`config.mk`:
```
export PLATFORM = sky130hd
export DESIGN_NAME = txdesc_dma
export DESIGN_NICKNAME = d
export VERILOG_FILES = /design/src/rtl/txd_pkg.sv /design/src/rtl/txd_lane.sv /design/src/rtl/txd_flags.sv /design/src/rtl/txd_seq.sv /design/src/rtl/txdesc_dma.sv
export SDC_FILE = /design/constraint.sdc
export NUM_CORES = 1
export LEC_CHECK = 0
export BUFFER_PORTS_ARGS = -buffer_cell sky130_fd_sc_hd__buf_4
export CORE_ASPECT_RATIO = 0.5
export CORE_MARGIN = 8
export CORE_UTILIZATION = 63
export CTS_BUF_LIST = sky130_fd_sc_hd__clkbuf_8
export DETAILED_ROUTE_END_ITERATION = 8
export GPL_TIMING_DRIVEN = 0
export PLACE_DENSITY = 0.95
export SYNTH_ARGS = -nofsm -noshare
export SYNTH_HDL_FRONTEND = slang
export SYNTH_SLANG_ARGS = --single-unit
```
`constraint.sdc`:
```
create_clock -name clk -period 5.8 [get_ports clk]
set_input_delay 0.87 -clock clk [delete_from_list [all_inputs] [get_ports clk]]
set_output_delay 0.87 -clock clk [all_outputs]
set_load 0.01 [all_outputs]
```
`src/rtl/txd_pkg.sv`:
```
package txd_pkg;
  localparam int WORD_W    = 32;
  localparam int STS_W     = 17;
  localparam int CNT_W     = 13;
  localparam int TS_W      = 2 * WORD_W;
  localparam int FLAG_N    = 3;
  localparam int BYTE_W    = 8;
  localparam int LANE_W    = $clog2(WORD_W / BYTE_W);

  localparam int OWN_BIT   = 31;
  localparam int IC_BIT    = 30;
  localparam int LS_BIT    = 29;
  localparam int FS_BIT    = 28;
  localparam int TSE_BIT   = 24;
  localparam int TSS_BIT   = 17;
  localparam int UNF_BIT   = 1;
  localparam int ERR_BIT   = 15;

  localparam int FLG_TXI   = 0;
  localparam int FLG_TBU   = 1;
  localparam int FLG_UNF   = 2;
  localparam logic [FLAG_N-1:0] ABN_MASK = FLAG_N'(1) << FLG_UNF;

  localparam logic [WORD_W-1:0] W1_OFS = WORD_W'(4);
  localparam logic [WORD_W-1:0] W2_OFS = WORD_W'(8);
  localparam logic [WORD_W-1:0] W3_OFS = WORD_W'(12);

  typedef enum logic [3:0] {
    S_SUSP, S_RD0, S_RD1, S_RD2, S_RD3, S_BRD, S_PUSH,
    S_WAIT, S_WB2, S_WB3, S_WB0
  } seq_state_e;

  typedef struct packed {
    logic ic;
    logic ls;
    logic fs;
    logic tse;
  } desc_ctl_t;

  // Closing value of word 0: status, error marks, timestamp mark, owner cleared
  function automatic logic [WORD_W-1:0] close_word(input logic [STS_W-1:0] st,
                                                   input logic unf,
                                                   input logic tss);
    logic [WORD_W-1:0] w;
    w = WORD_W'(st);
    if (unf) begin
      w[UNF_BIT] = 1'b1;
      w[ERR_BIT] = 1'b1;
    end
    w[TSS_BIT] = tss;
    return w;
  endfunction

  function automatic logic [BYTE_W-1:0] lane_pick(input logic [WORD_W-1:0] w,
                                                  input logic [LANE_W-1:0] k);
    return w[k*BYTE_W +: BYTE_W];
  endfunction
endpackage

```
`src/rtl/txd_lane.sv`:
```
module txd_lane
  import txd_pkg::*;
(
  input  logic [WORD_W-1:0] word,
  input  logic [LANE_W-1:0] lane,
  input  logic              first_pend,
  input  logic              last_desc,
  input  logic [CNT_W-1:0]  remain,
  output logic [BYTE_W-1:0] data,
  output logic              sof,
  output logic              eof
);
  assign data = lane_pick(word, lane);
  assign sof  = first_pend;
  assign eof  = last_desc && (remain == CNT_W'(1));
endmodule

```
`src/rtl/txd_flags.sv`:
```
module txd_flags
  import txd_pkg::*;
(
  input  logic              clk,
  input  logic              rst_n,
  input  logic [FLAG_N-1:0] set,
  input  logic [FLAG_N-1:0] clr,
  output logic [FLAG_N-1:0] flags,
  output logic              abnormal,
  output logic              irq
);
  always_ff @(posedge clk or negedge rst_n) begin
    if (!rst_n) flags <= '0;
    else        flags <= (flags & ~clr) | set;
  end

  assign abnormal = |(flags & ABN_MASK);
  assign irq      = |flags;
endmodule

```
`src/rtl/txd_seq.sv`:
```
module txd_seq
  import txd_pkg::*;
(
  input  logic              clk,
  input  logic              rst_n,
  input  logic [WORD_W-1:0] base_addr,
  input  logic              poll,
  output logic              mem_req,
  output logic              mem_we,
  output logic [WORD_W-1:0] mem_addr,
  output logic [WORD_W-1:0] mem_wdata,
  input  logic [WORD_W-1:0] mem_rdata,
  input  logic              mem_ready,
  output logic              push_req,
  input  logic              push_ack,
  output logic [WORD_W-1:0] lane_word,
  output logic [LANE_W-1:0] lane_sel,
  output logic              first_pend,
  output logic              last_desc,
  output logic [CNT_W-1:0]  remain,
  input  logic              done_valid,
  input  logic [STS_W-1:0]  done_status,
  input  logic              done_underflow,
  input  logic [TS_W-1:0]   done_ts,
  output logic [FLAG_N-1:0] flag_set,
  output logic              suspended,
  output logic              evt_close,
  output logic              evt_own_miss,
  output logic              evt_resume
);
  seq_state_e        state;
  logic              started;
  logic [WORD_W-1:0] cur, nxt, bptr, wbuf;
  desc_ctl_t         ctl;
  logic [CNT_W-1:0]  cnt;
  logic [STS_W-1:0]  cap_st;
  logic              cap_unf;
  logic [TS_W-1:0]   cap_ts;
  logic              first_q;
  logic              hs;
  logic              ts_wr;

  assign hs    = mem_req && mem_ready;
  assign ts_wr = ctl.tse && ctl.ls;

  // Memory port driven purely from state
  always_comb begin
    mem_req   = 1'b0;
    mem_we    = 1'b0;
    mem_addr  = cur;
    mem_wdata = '0;
    unique case (state)
      S_RD0: mem_req = 1'b1;
      S_RD1: begin mem_req = 1'b1; mem_addr = cur + W1_OFS; end
      S_RD2: begin mem_req = 1'b1; mem_addr = cur + W2_OFS; end
      S_RD3: begin mem_req = 1'b1; mem_addr = cur + W3_OFS; end
      S_BRD: begin mem_req = 1'b1; mem_addr = {bptr[WORD_W-1:LANE_W], LANE_W'(0)}; end
      S_WB2: begin
        mem_req = 1'b1; mem_we = 1'b1; mem_addr = cur + W2_OFS;
        mem_wdata = cap_ts[WORD_W-1:0];
      end
      S_WB3: begin
        mem_req = 1'b1; mem_we = 1'b1; mem_addr = cur + W3_OFS;
        mem_wdata = cap_ts[TS_W-1:WORD_W];
      end
      S_WB0: begin
        mem_req = 1'b1; mem_we = 1'b1;
        mem_wdata = close_word(cap_st, cap_unf, ts_wr);
      end
      default: ;
    endcase
  end

  assign push_req   = (state == S_PUSH);
  assign lane_word  = wbuf;
  assign lane_sel   = bptr[LANE_W-1:0];
  assign first_pend = first_q;
  assign last_desc  = ctl.ls;
  assign remain     = cnt;

  assign suspended    = (state == S_SUSP);
  assign evt_close    = (state == S_WB0) && hs;
  assign evt_own_miss = (state == S_RD0) && hs && !mem_rdata[OWN_BIT];
  assign evt_resume   = (state == S_SUSP) && poll;

  always_comb begin
    flag_set = '0;
    flag_set[FLG_TBU] = evt_own_miss;
    if (evt_close && ctl.ls) begin
      flag_set[FLG_UNF] = cap_unf;
      flag_set[FLG_TXI] = !cap_unf && ctl.ic;
    end
  end

  always_ff @(posedge clk or negedge rst_n) begin
    if (!rst_n) begin
      state   <= S_SUSP;
      started <= 1'b0;
      cur     <= '0;
      nxt     <= '0;
      bptr    <= '0;
      wbuf    <= '0;
      ctl     <= '0;
      cnt     <= '0;
      cap_st  <= '0;
      cap_unf <= 1'b0;
      cap_ts  <= '0;
      first_q <= 1'b0;
    end else begin
      unique case (state)
        S_SUSP: if (poll) begin
          if (!started) cur <= base_addr;
          started <= 1'b1;
          state   <= S_RD0;
        end
        S_RD0: if (hs) begin
          if (!mem_rdata[OWN_BIT]) begin
            state <= S_SUSP;
          end else begin
            ctl.ic  <= mem_rdata[IC_BIT];
            ctl.ls  <= mem_rdata[LS_BIT];
            ctl.fs  <= mem_rdata[FS_BIT];
            ctl.tse <= mem_rdata[TSE_BIT];
            first_q <= mem_rdata[FS_BIT];
            cap_st  <= '0;
            cap_unf <= 1'b0;
            state   <= S_RD1;
          end
        end
        S_RD1: if (hs) begin
          cnt   <= mem_rdata[CNT_W-1:0];
          state <= S_RD2;
        end
        S_RD2: if (hs) begin
          bptr  <= mem_rdata;
          state <= S_RD3;
        end
        S_RD3: if (hs) begin
          nxt <= mem_rdata;
          if (cnt != '0)   state <= S_BRD;
          else if (ctl.ls) state <= S_WAIT;
          else             state <= S_WB0;
        end
        S_BRD: if (hs) begin
          wbuf  <= mem_rdata;
          state <= S_PUSH;
        end
        S_PUSH: if (push_ack) begin
          cnt     <= cnt - CNT_W'(1);
          bptr    <= bptr + WORD_W'(1);
          first_q <= 1'b0;
          if (cnt == CNT_W'(1))             state <= ctl.ls ? S_WAIT : S_WB0;
          else if (&bptr[LANE_W-1:0])       state <= S_BRD;
        end
        S_WAIT: if (done_valid) begin
          cap_st  <= done_status;
          cap_unf <= done_underflow;
          cap_ts  <= done_ts;
          state   <= ts_wr ? S_WB2 : S_WB0;
        end
        S_WB2: if (hs) state <= S_WB3;
        S_WB3: if (hs) state <= S_WB0;
        S_WB0: if (hs) begin
          cur   <= nxt;
          state <= (ctl.ls && cap_unf) ? S_SUSP : S_RD0;
        end
        default: state <= S_SUSP;
      endcase
    end
  end
endmodule

```
`src/rtl/txdesc_dma.sv`:
```
module txdesc_dma
  import txd_pkg::*;
(
  input  logic              clk,
  input  logic              rst_n,
  input  logic [WORD_W-1:0] base_addr,
  input  logic              poll,
  output logic              mem_req,
  output logic              mem_we,
  output logic [WORD_W-1:0] mem_addr,
  output logic [WORD_W-1:0] mem_wdata,
  input  logic [WORD_W-1:0] mem_rdata,
  input  logic              mem_ready,
  output logic              fifo_valid,
  input  logic              fifo_ready,
  output logic [BYTE_W-1:0] fifo_data,
  output logic              fifo_sof,
  output logic              fifo_eof,
  input  logic              done_valid,
  input  logic [STS_W-1:0]  done_status,
  input  logic              done_underflow,
  input  logic [TS_W-1:0]   done_ts,
  input  logic [FLAG_N-1:0] flag_clr,
  output logic [FLAG_N-1:0] flags,
  output logic              abnormal,
  output logic              irq,
  output logic              suspended
);
  logic [WORD_W-1:0] lane_word;
  logic [LANE_W-1:0] lane_sel;
  logic              first_pend, last_desc;
  logic [CNT_W-1:0]  remain;
  logic [FLAG_N-1:0] flag_set;
  logic              evt_close, evt_own_miss, evt_resume;

  txd_seq u_seq (
    .clk(clk), .rst_n(rst_n), .base_addr(base_addr), .poll(poll),
    .mem_req(mem_req), .mem_we(mem_we), .mem_addr(mem_addr),
    .mem_wdata(mem_wdata), .mem_rdata(mem_rdata), .mem_ready(mem_ready),
    .push_req(fifo_valid), .push_ack(fifo_ready),
    .lane_word(lane_word), .lane_sel(lane_sel), .first_pend(first_pend),
    .last_desc(last_desc), .remain(remain),
    .done_valid(done_valid), .done_status(done_status),
    .done_underflow(done_underflow), .done_ts(done_ts),
    .flag_set(flag_set), .suspended(suspended), .evt_close(evt_close),
    .evt_own_miss(evt_own_miss), .evt_resume(evt_resume)
  );

  txd_lane u_lane (
    .word(lane_word), .lane(lane_sel), .first_pend(first_pend),
    .last_desc(last_desc), .remain(remain),
    .data(fifo_data), .sof(fifo_sof), .eof(fifo_eof)
  );

  txd_flags u_flags (
    .clk(clk), .rst_n(rst_n), .set(flag_set), .clr(flag_clr),
    .flags(flags), .abnormal(abnormal), .irq(irq)
  );
endmodule

```
==> results.sh, run 1 <==
export IMPL_status="complete, no violations"
export IMPL_fin_crit_sh_pct=86.6
export IMPL_clkSinkCount=235
export IMPL_fin_area_um2=16100
export IMPL_grtUsageTotal_pct=37.0
export IMPL_routed_wl_um=50600
export IMPL_worstReg2RegStart="u_seq.state[0]"
export IMPL_grt_max_degree=123
export IMPL_switching_share_pct=44.1
export IMPL_avgRoutedWirePerCell_um=26.0
export IMPL_fin_nets=1808
export IMPL_combPwrFrac_pct=50.2
export IMPL_synth_fp_nets=1533
export IMPL_globalplace_congestion=0.960
export IMPL_finalMaxSlewViolations=0
export IMPL_rsz0062_at_grt="false"
export IMPL_cp_end_kind="primary output"
export IMPL_syn_inst=1372
export IMPL_synth_edff_count=0
export IMPL_start_kind="flip-flop"
export IMPL_setup_viol=0
export IMPL_die_x_um=222
export IMPL_power_density_nw_per_um2=562
export IMPL_grt_pass1_vias=13345
export IMPL_ys_ff_latch=235
export IMPL_final_antenna_net_count=0
export IMPL_cap_viol_max_count=0
export IMPL_yosysTopAreaCellShare_pct=44.1
export IMPL_cp_cell_sequence="buf_4 > nor4b_4 > or2_2 > inv_1 > fa_1 > nand3b_1 > or4_4 > buf_6 > o21ai_2 > nand2_1 > a221oi_1 > nand2_1 > buf_4"
export IMPL_antenna_found_initial=2
export IMPL_worstPathArrival_ns=4.15
export IMPL_cts_buffers=35
export IMPL_clkPwrFrac_pct=14.8
export IMPL_root_buffer="clkbuf_8"
export IMPL_hold_violations=0
export IMPL_worstSetupPathType="flip-flop to primary output"
export IMPL_drt_pass1_iter_count=6
export IMPL_ir_worst_vdd_mv=0.323
export IMPL_yosysSeqAreaShare_pct=44.1
export IMPL_synth_cell_type_count=86
export IMPL_regToRegSetupSlack_ns=3.06
export IMPL_drt_initial_drc_count=2033
export IMPL_p_leak_nw=7.08
export IMPL_postSynth_asyncResetShare_pct=100
export IMPL_htreeDepth=2
export IMPL_cp_slowest_stage_delay_ns=0.52
export IMPL_cts_path_max_buffers=3
export IMPL_path_max_fanout=9
export IMPL_synth_area_leader_cell="dfrtp_1"
export IMPL_fin_crit_ns=5.02
export IMPL_ys_top_cells_by_area="dfrtp_1, mux2_2, nand2_1"
export IMPL_p_switching_mw=4.00
export IMPL_dr_total_vias=13256
export IMPL_synth_area_um2=13300
export IMPL_ys_warn_count=0
export IMPL_whs_ns=0.372
export IMPL_fin_tns_setup_ns=0
export IMPL_required_ns=4.93
export IMPL_die_height_um=119
export IMPL_fillerInstances=1355
export IMPL_clk_pin_slew_ns=0.07
export IMPL_clk_latency_ns=0.56
export IMPL_clock_skew_ns=0.0325
export IMPL_cts_tree="built"
export IMPL_fmax_ghz=0.199
export IMPL_startpoint="u_seq.state[1]"
export IMPL_core_um2=20600
export IMPL_internal_power_mw=5.07
export IMPL_dp_final_hpwl_um=37000
export IMPL_ioPinCount=238
export IMPL_die_area_um2=26300
export IMPL_cts_hold_buf=0
export IMPL_slew_headroom_pct=26.5
export IMPL_tightestPinTransition_ns=1.10
export IMPL_cts_resized=0
export IMPL_seqPwrFrac_pct=35.0
export IMPL_synth_avg_cell_area_um2=9.71
export IMPL_drive_gt1_share_pct=31.0
export IMPL_via_per_inst=6.82
export IMPL_grt_pass1_wl_um=77300
export IMPL_ys_flop_type="dfrtp_1"
export IMPL_post_cts_buffers=0
export IMPL_initial_utilization_pct=64.5
export IMPL_num_rows=37
export IMPL_io_buffers=237
export IMPL_hp_class="input pin to asynchronous set/reset pin"
export IMPL_place_area_um2=15500
export IMPL_drc=0
export IMPL_area_growth_pct=21.1
export IMPL_cpMaxStageDelayCell="nor4b_4"
export IMPL_grt_overflow=0
==> flip-flops by register name, indices dropped and copies added (netlist names) <==
register	cells
u_flags.flags	3
u_seq.started	1
u_seq.first_pend	1
u_seq.cap_ts	64
u_seq.last_desc	1
u_seq.remain	13
u_seq.cap_st	17
u_seq.ctl	2
u_seq.lane_word	32
u_seq.cap_unf	1
u_seq.bptr	32
u_seq.nxt	32
u_seq.state	4
u_seq.cur	32
==> critical path: cells and delay by family, from the launching register on <==
family,cells,cell delay [ns]
adder cells (fa/ha/maj),1,0.41
AND/OR/NAND/NOR,6,1.80
AO/OA/AOI/OAI,2,0.47
buffers and inverters,4,0.54
flip-flops,1,0.37
==> cells by family after synthesis <==
kind of cell    count (synthesis)  synth area share, %
compound gates                369                 17.2
xor+xnor                       18                 1.18
fa+ha+maj                       6                0.620
buf+inv                       130                 4.72
flops                         235                 44.1
mux                           190                 16.4
simple gates                  424                 15.8
==> placed cells by master, fill, tap and decap left out, drive strengths merged, types with 7 or more instances in the layout <==
cell / netlist / final
nand4: 17 / 17
nand3: 41 / 41
o31ai: 10 / 10
o211ai: 9 / 9
o22ai: 19 / 19
dfrtp: 235 / 235
xor2: 7 / 7
o21ai: 118 / 118
buf: 67 / 305
or4: 7 / 7
mux2: 132 / 132
a22oi: 9 / 9
nand2: 160 / 160
a31oi: 15 / 15
mux2i: 49 / 49
a21oi: 106 / 106
clkbuf: 37 / 79
a221o: 7 / 7
inv: 25 / 37
xnor2: 11 / 11
nor2: 102 / 102
a22o: 15 / 15
a211oi: 13 / 13
mux4: 9 / 9
and2: 7 / 7
nor3: 24 / 24
nor4: 16 / 16
and3: 9 / 9
==> Yosys cell counts, drive strengths merged (15+ instances only) <==
master / instances
inv: 25
mux2i: 49
nor2: 102
mux2: 132
nand4: 17
a31oi: 15
dfrtp: 235
clkbuf: 37
a22o: 15
nor4: 16
nand3: 41
nor3: 24
o21ai: 118
a21oi: 106
o22ai: 19
nand2: 160
buf: 67
==> metal layers <==
metal  global-route usage [%]  share of wire, %  up-vias
met3                     12.5                13      242
met4                     16.4               5.0        4
met1                     46.9                37     6398
met5                        0             0.065        -
li1                         -                 -     5557
met2                     57.8                44     1055
==> power by group through the flow <==
stage          clock, mW  combinational [mW]  sequential [mW]
6_report            1.34                4.55             3.17
5_1_grt             1.42                4.85             3.22
4_1_cts             1.34                4.44             3.12
3_5_place_dp           0                4.39             3.13
3_3_place_gp           0                4.22             3.06
2_1_floorplan          0                2.90             2.84
==> cell type report <==
cell class	instances	area [µm²]	share of cell area [%]
plain buffers	105	536	3.32
diodes	1	2.50	0.0155
clock buffers	42	578	3.58
inverters	25	93.8	0.581
clock inverters	17	80.1	0.496
repair buffers	238	1810	11.2
multi-input cells	1007	6810	42.2
well taps	273	342	2.12
flip-flops and latches	235	5880	36.4
==> metrics by stage <==
stage | power [mW] | worst slack, ns | util, % | instances
2_1_floorplan | 5.74 | 2.04 | - | 1372
3_3_place_gp | 7.28 | 1.47 | 74.8 | 1882
3_5_place_dp | 7.51 | 1.44 | 75.0 | 1883
4_1_cts | 8.90 | 0.860 | 78.2 | 1942
5_1_grt | 9.48 | 0.593 | 78.2 | 1942
6_report | 9.06 | 0.776 | 78.2 | 1943
==> path summary, 6_finish.rpt <==
| path | endpoint | cells past startpoint |
|---|---|---|
| max reg2reg | u_seq.cur[13] | 6 |
| min in group clk | u_seq.started | 1 |
| min reg2reg | u_seq.started | 1 |
| max in group asynchronous | u_seq.lane_word[17] | 2 |
| min | u_seq.cap_st[11] | 1 |
| max | mem_addr[24] | 13 |
Power figures use the tool's default switching activity.
==> run 2, diff against run 1 <==
--- a/config.mk
+++ b/config.mk
@@ -6,13 +6,16 @@
 export NUM_CORES = 1
 export LEC_CHECK = 0
 export BUFFER_PORTS_ARGS = -buffer_cell sky130_fd_sc_hd__buf_4
+export CAP_MARGIN = 20
+export CELL_PAD_IN_SITES_DETAIL_PLACEMENT = 0
+export CELL_PAD_IN_SITES_GLOBAL_PLACEMENT = 1
 export CORE_ASPECT_RATIO = 0.5
 export CORE_MARGIN = 8
-export CORE_UTILIZATION = 63
+export CORE_UTILIZATION = 48
 export CTS_BUF_LIST = sky130_fd_sc_hd__clkbuf_8
 export DETAILED_ROUTE_END_ITERATION = 8
 export GPL_TIMING_DRIVEN = 0
-export PLACE_DENSITY = 0.95
+export PLACE_DENSITY = 0.94
 export SYNTH_ARGS = -nofsm -noshare
 export SYNTH_HDL_FRONTEND = slang
 export SYNTH_SLANG_ARGS = --single-unit
==> run 2 against run 1 <==
Net effect: clock skew is 0.0028 ns lower; non-clock buffer count increased by 2; worst hold slack improved by 0.017 ns; combinational power decreased by 3%; critical path depth unchanged; clock-buffer cell count increased by 8; design area grew 1.7%; power rose by 0.20%; flip-flop and latch count unchanged.
==> results.sh, run 2 (synthesis results as in run 1) <==
export IMPL_hold_violations=0
export IMPL_required_ns=4.93
export IMPL_start_kind="flip-flop"
export IMPL_rsz0062_at_grt="false"
export IMPL_p_leak_nw=7.14
export IMPL_antenna_found_initial=1
export IMPL_path_max_fanout=10
export IMPL_clk_pin_slew_ns=0.06
export IMPL_drt_initial_drc_count=1361
export IMPL_worstPathArrival_ns=4.28
export IMPL_regToRegSetupSlack_ns=3.13
export IMPL_ir_worst_vdd_mv=0.215
export IMPL_die_x_um=252
export IMPL_die_height_um=134
export IMPL_fin_tns_setup_ns=0
export IMPL_final_util_pct=59.7
export IMPL_power_density_nw_per_um2=553
export IMPL_top_register="u_seq.cap_ts"
export IMPL_layout_common_cells="buf_4, dfrtp_1, nand2_1"
export IMPL_drive_gt1_share_pct=31.4
export IMPL_clock_skew_ns=0.0297
export IMPL_num_rows=43
export IMPL_post_cts_buffers=0
export IMPL_core_um2=27500
export IMPL_avgRoutedWirePerCell_um=23.1
export IMPL_cp_end_kind="primary output"
export IMPL_rr_endpoint="u_seq.cur[29]"
export IMPL_clk_latency_ns=0.57
export IMPL_fin_crit_ns=5.15
export IMPL_htreeDepth=2
export IMPL_setup_viol=0
export IMPL_root_buffer="clkbuf_8"
export IMPL_die_area_um2=33700
export IMPL_clkSinkCount=235
export IMPL_ioPinCount=238
export IMPL_cts_hold_buf=0
export IMPL_cts_resized=0
export IMPL_worstReg2RegStart="u_seq.state[2]"
export IMPL_drt_pass1_iter_count=6
export IMPL_hp_class="input pin to asynchronous set/reset pin"
export IMPL_dr_total_vias=12582
export IMPL_antenna_cells=0
export IMPL_cts_buffers=37
export IMPL_grt_pass1_wl_um=72200
export IMPL_final_antenna_net_count=0
export IMPL_grtUsageTotal_pct=27.3
export IMPL_io_buffers=237
export IMPL_routed_wl_um=47400
export IMPL_grt_pass1_vias=12615
export IMPL_grt_max_degree=124
export IMPL_globalplace_congestion=0.975
export IMPL_fin_crit_sh_pct=88.8
export IMPL_dp_final_hpwl_um=35800
export IMPL_via_per_inst=6.12
export IMPL_status="complete, no violations"
export IMPL_tightestPinTransition_ns=0.900
export IMPL_slew_headroom_pct=39.8
export IMPL_area_growth_pct=23.2
export IMPL_initial_utilization_pct=48.5
export IMPL_cap_viol_max_count=0
export IMPL_cts_tree="built"
export IMPL_cts_path_max_buffers=3
export IMPL_worstSetupPathType="flip-flop to primary output"
export IMPL_rr_worst_depth=9
export IMPL_largest_reg_flops=64
export IMPL_fin_nets=1812
export IMPL_fmax_ghz=0.194
export IMPL_finalMaxSlewViolations=0
export IMPL_final_common_cell="buf_4"
export IMPL_drc=0
export IMPL_grt_overflow=0
run 2: worst max-delay path by stage:
| stage | from | end | slack (ns) |
|---|---|---|---|
| global placement | u_seq.state[2] | mem_addr[18] | 1.41 |
| floorplan | u_seq.state[3] | mem_addr[30] | 2.04 |
| detailed placement | u_seq.state[2] | mem_addr[18] | 1.30 |
| CTS | u_seq.state[2] | mem_addr[18] | 0.70 |
| global route | u_seq.state[3] | mem_addr[18] | 0.51 |
| finish | u_seq.state[2] | mem_addr[18] | 0.65 |
run 2: routing by layer:
metal / track usage [%] / part of all wire, % / vias to the layer above
met5: 0 / 0.027 / -
met1: 36.2 / 42 / 6184
met4: 9.85 / 3.4 / 2
met2: 43.8 / 46 / 697
li1: - / - / 5565
met3: 6.01 / 8.9 / 134
run 2: cell type report:
class / count / area [µm²]
flip-flops and latches: 235 / 5880
clock inverters: 11 / 100
clock buffers: 50 / 688
multi-input cells: 1007 / 6810
plain buffers: 105 / 536
fillers: 2380 / 11100
inverters: 25 / 93.8
repair buffers: 240 / 1830
well taps: 382 / 478
run 2: critical path, cell delays in order (launching register included):
cell and delay, ns:
dfrtp_1 0.40, buf_4 0.19, and4bb_1 0.25, buf_2 0.27
or2_2 0.18, inv_1 0.06, fa_1 0.41, nand3b_1 0.37
nor4_1 0.68, a21oi_1 0.19, o21ai_0 0.20, a21oi_1 0.09
a31oi_1 0.25, buf_4 0.18
run 2: through the flow:
stage / power, mW / hold slack, ns / cell area [µm²] / setup slack (ns) / std cells
floorplan: 5.74 / 0.435 / 13300 / 2.04 / 1372
global placement: 7.31 / 0.450 / 15600 / 1.41 / 1991
detailed placement: 7.48 / 0.458 / 15600 / 1.30 / 1993
CTS: 9.04 / 0.422 / 16400 / 0.703 / 2054
global route: 9.59 / 0.444 / 16400 / 0.505 / 2055
finish: 9.08 / 0.389 / 16400 / 0.652 / 2055
run 2: where the power goes:
| group | leakage (nW) | switching [mW] | internal, mW |
|---|---|---|---|
| Combinational | 3.84 | 2.44 | 1.97 |
| Clock | 0.433 | 0.700 | 0.854 |
| Sequential | 2.87 | 0.684 | 2.43 |
| Total | 7.14 | 3.83 | 5.26 |
==> run 3, diff against run 2 <==
--- a/config.mk
+++ b/config.mk
@@ -7,15 +7,13 @@
 export LEC_CHECK = 0
 export BUFFER_PORTS_ARGS = -buffer_cell sky130_fd_sc_hd__buf_4
 export CAP_MARGIN = 20
-export CELL_PAD_IN_SITES_DETAIL_PLACEMENT = 0
-export CELL_PAD_IN_SITES_GLOBAL_PLACEMENT = 1
 export CORE_ASPECT_RATIO = 0.5
 export CORE_MARGIN = 8
-export CORE_UTILIZATION = 48
+export CORE_UTILIZATION = 63
 export CTS_BUF_LIST = sky130_fd_sc_hd__clkbuf_8
 export DETAILED_ROUTE_END_ITERATION = 8
 export GPL_TIMING_DRIVEN = 0
-export PLACE_DENSITY = 0.94
+export PLACE_DENSITY = 0.95
 export SYNTH_ARGS = -nofsm -noshare
 export SYNTH_HDL_FRONTEND = slang
 export SYNTH_SLANG_ARGS = --single-unit
==> run 3 against run 2 <==
Net effect: core utilization rose by 18 points; routed wire length is 6.7% higher; via count up 6.1%; global-route usage increased by 9.8 points; clock power is 13% lower; final cell count decreased by 5.4%; non-clock buffer count unchanged.
==> results.sh, run 3 (synthesis results as in run 1) <==
export IMPL_status="complete, no violations"
export IMPL_fin_crit_sh_pct=86.6
export IMPL_worstReg2RegStart="u_seq.state[0]"
export IMPL_final_common_cell="buf_4"
export IMPL_path_buf_inv=5
export IMPL_grtUsageTotal_pct=37.0
export IMPL_ioPinCount=238
export IMPL_tightestPinTransition_ns=0.966
export IMPL_largest_reg_flops=64
export IMPL_worstPathArrival_ns=4.15
export IMPL_io_buffers=237
export IMPL_final_antenna_net_count=0
export IMPL_cp_slowest_stage_delay_ns=0.49
export IMPL_drive_gt1_share_pct=31.1
export IMPL_cts_tree="built"
export IMPL_slew_headroom_pct=35.4
export IMPL_rr_worst_depth=6
export IMPL_num_rows=37
export IMPL_cp_cell_sequence="buf_4 > and4bb_1 > buf_2 > or2_2 > inv_1 > fa_1 > nand3b_1 > or4_4 > buf_6 > o21ai_2 > nand2_1 > a221oi_1 > nand2_1 > buf_4"
export IMPL_clk_pin_slew_ns=0.07
export IMPL_worstSetupPathType="flip-flop to primary output"
export IMPL_initial_utilization_pct=64.5
export IMPL_layout_common_cells="buf_4, dfrtp_1, nand2_1"
export IMPL_finalMaxSlewViolations=0
export IMPL_antenna_cells=0
export IMPL_area_growth_pct=21.2
export IMPL_die_area_um2=26300
export IMPL_clock_skew_ns=0.0289
export IMPL_regToRegSetupSlack_ns=3.16
export IMPL_routed_wl_um=50600
export IMPL_avgRoutedWirePerCell_um=26.0
export IMPL_fin_nets=1810
export IMPL_cpMaxStageDelayCell="or4_4"
export IMPL_antenna_found_initial=2
export IMPL_via_per_inst=6.86
export IMPL_drt_pass1_iter_count=8
export IMPL_core_um2=20600
export IMPL_cts_path_max_buffers=3
export IMPL_dr_total_vias=13345
export IMPL_htreeDepth=2
export IMPL_top_register="u_seq.cap_ts"
export IMPL_cap_viol_max_count=0
export IMPL_clk_latency_ns=0.56
export IMPL_rr_endpoint="u_seq.bptr[27]"
export IMPL_cts_buffers=35
export IMPL_drc=0
export IMPL_fmax_ghz=0.199
export IMPL_die_height_um=119
export IMPL_grt_pass1_vias=13345
export IMPL_clkSinkCount=235
export IMPL_post_cts_buffers=0
export IMPL_cts_resized=0
export IMPL_cp_end_kind="primary output"
export IMPL_drt_initial_drc_count=2053
export IMPL_path_max_fanout=10
export IMPL_dp_final_hpwl_um=37000
export IMPL_cp_top_family="simple AND/OR/NAND/NOR gates"
export IMPL_required_ns=4.93
export IMPL_hp_class="input pin to asynchronous set/reset pin"
export IMPL_start_kind="flip-flop"
export IMPL_p_leak_nw=7.09
export IMPL_hold_violations=0
export IMPL_grt_max_degree=123
export IMPL_die_x_um=222
export IMPL_finalPower_mw=9.07
export IMPL_fin_tns_setup_ns=0
export IMPL_setup_viol=0
export IMPL_globalplace_congestion=0.960
export IMPL_fin_crit_ns=5.02
export IMPL_grt_overflow=0
export IMPL_ir_worst_vdd_mv=0.323
export IMPL_grt_pass1_wl_um=77300
export IMPL_rsz0062_at_grt="false"
export IMPL_power_density_nw_per_um2=562
export IMPL_root_buffer="clkbuf_8"
export IMPL_cts_hold_buf=0
[run 3: cell type report]
class,count,area (µm²)
buffer,105,536
clock buffer,42,578
timing repair buffer,240,1830
clock inverter,17,80.1
fill,1351,4500
tap,273,342
sequential,235,5880
multi-input combinational,1007,6810
inverter,25,93.8
[run 3: how the worst max path moves through the flow]
stage                    from           end  slack (ns)  cells after the start
3_3_place_gp   u_seq.state[1]  mem_addr[24]        1.47                     13
5_1_grt        u_seq.state[2]  mem_addr[24]        0.59                     14
4_1_cts        u_seq.state[1]  mem_addr[24]        0.86                     13
2_1_floorplan  u_seq.state[3]  mem_addr[30]        2.04                     12
6_report       u_seq.state[2]  mem_addr[24]        0.78                     14
3_5_place_dp   u_seq.state[1]  mem_addr[24]        1.44                     13
[run 3: metrics by stage]
step                      utilization (%)  hold slack, ns  area, µm²  instances  setup slack [ns]
after global placement               74.8           0.449      15400       1882              1.47
after CTS                            78.2           0.421      16100       1942             0.860
after detailed placement             75.0           0.465      15500       1883              1.44
after floorplan                         -           0.435      13300       1372              2.04
final                                78.2           0.373      16200       1944             0.780
after global routing                 78.2           0.451      16200       1944             0.593
[run 3: power breakdown]
part / internal [mW] / switching [mW]
clock network: 0.659 / 0.688
logic: 1.98 / 2.57
registers: 2.43 / 0.741
[run 3: per-layer routing]
| layer | global-route usage (%) | share of wire (%) | vias to the layer above |
|---|---|---|---|
| li1 | - | - | 5564 |
| met1 | 46.9 | 37 | 6456 |
| met2 | 57.8 | 45 | 1084 |
| met3 | 12.5 | 13 | 237 |
| met4 | 16.4 | 4.9 | 4 |
| met5 | 0 | 0.057 | - |
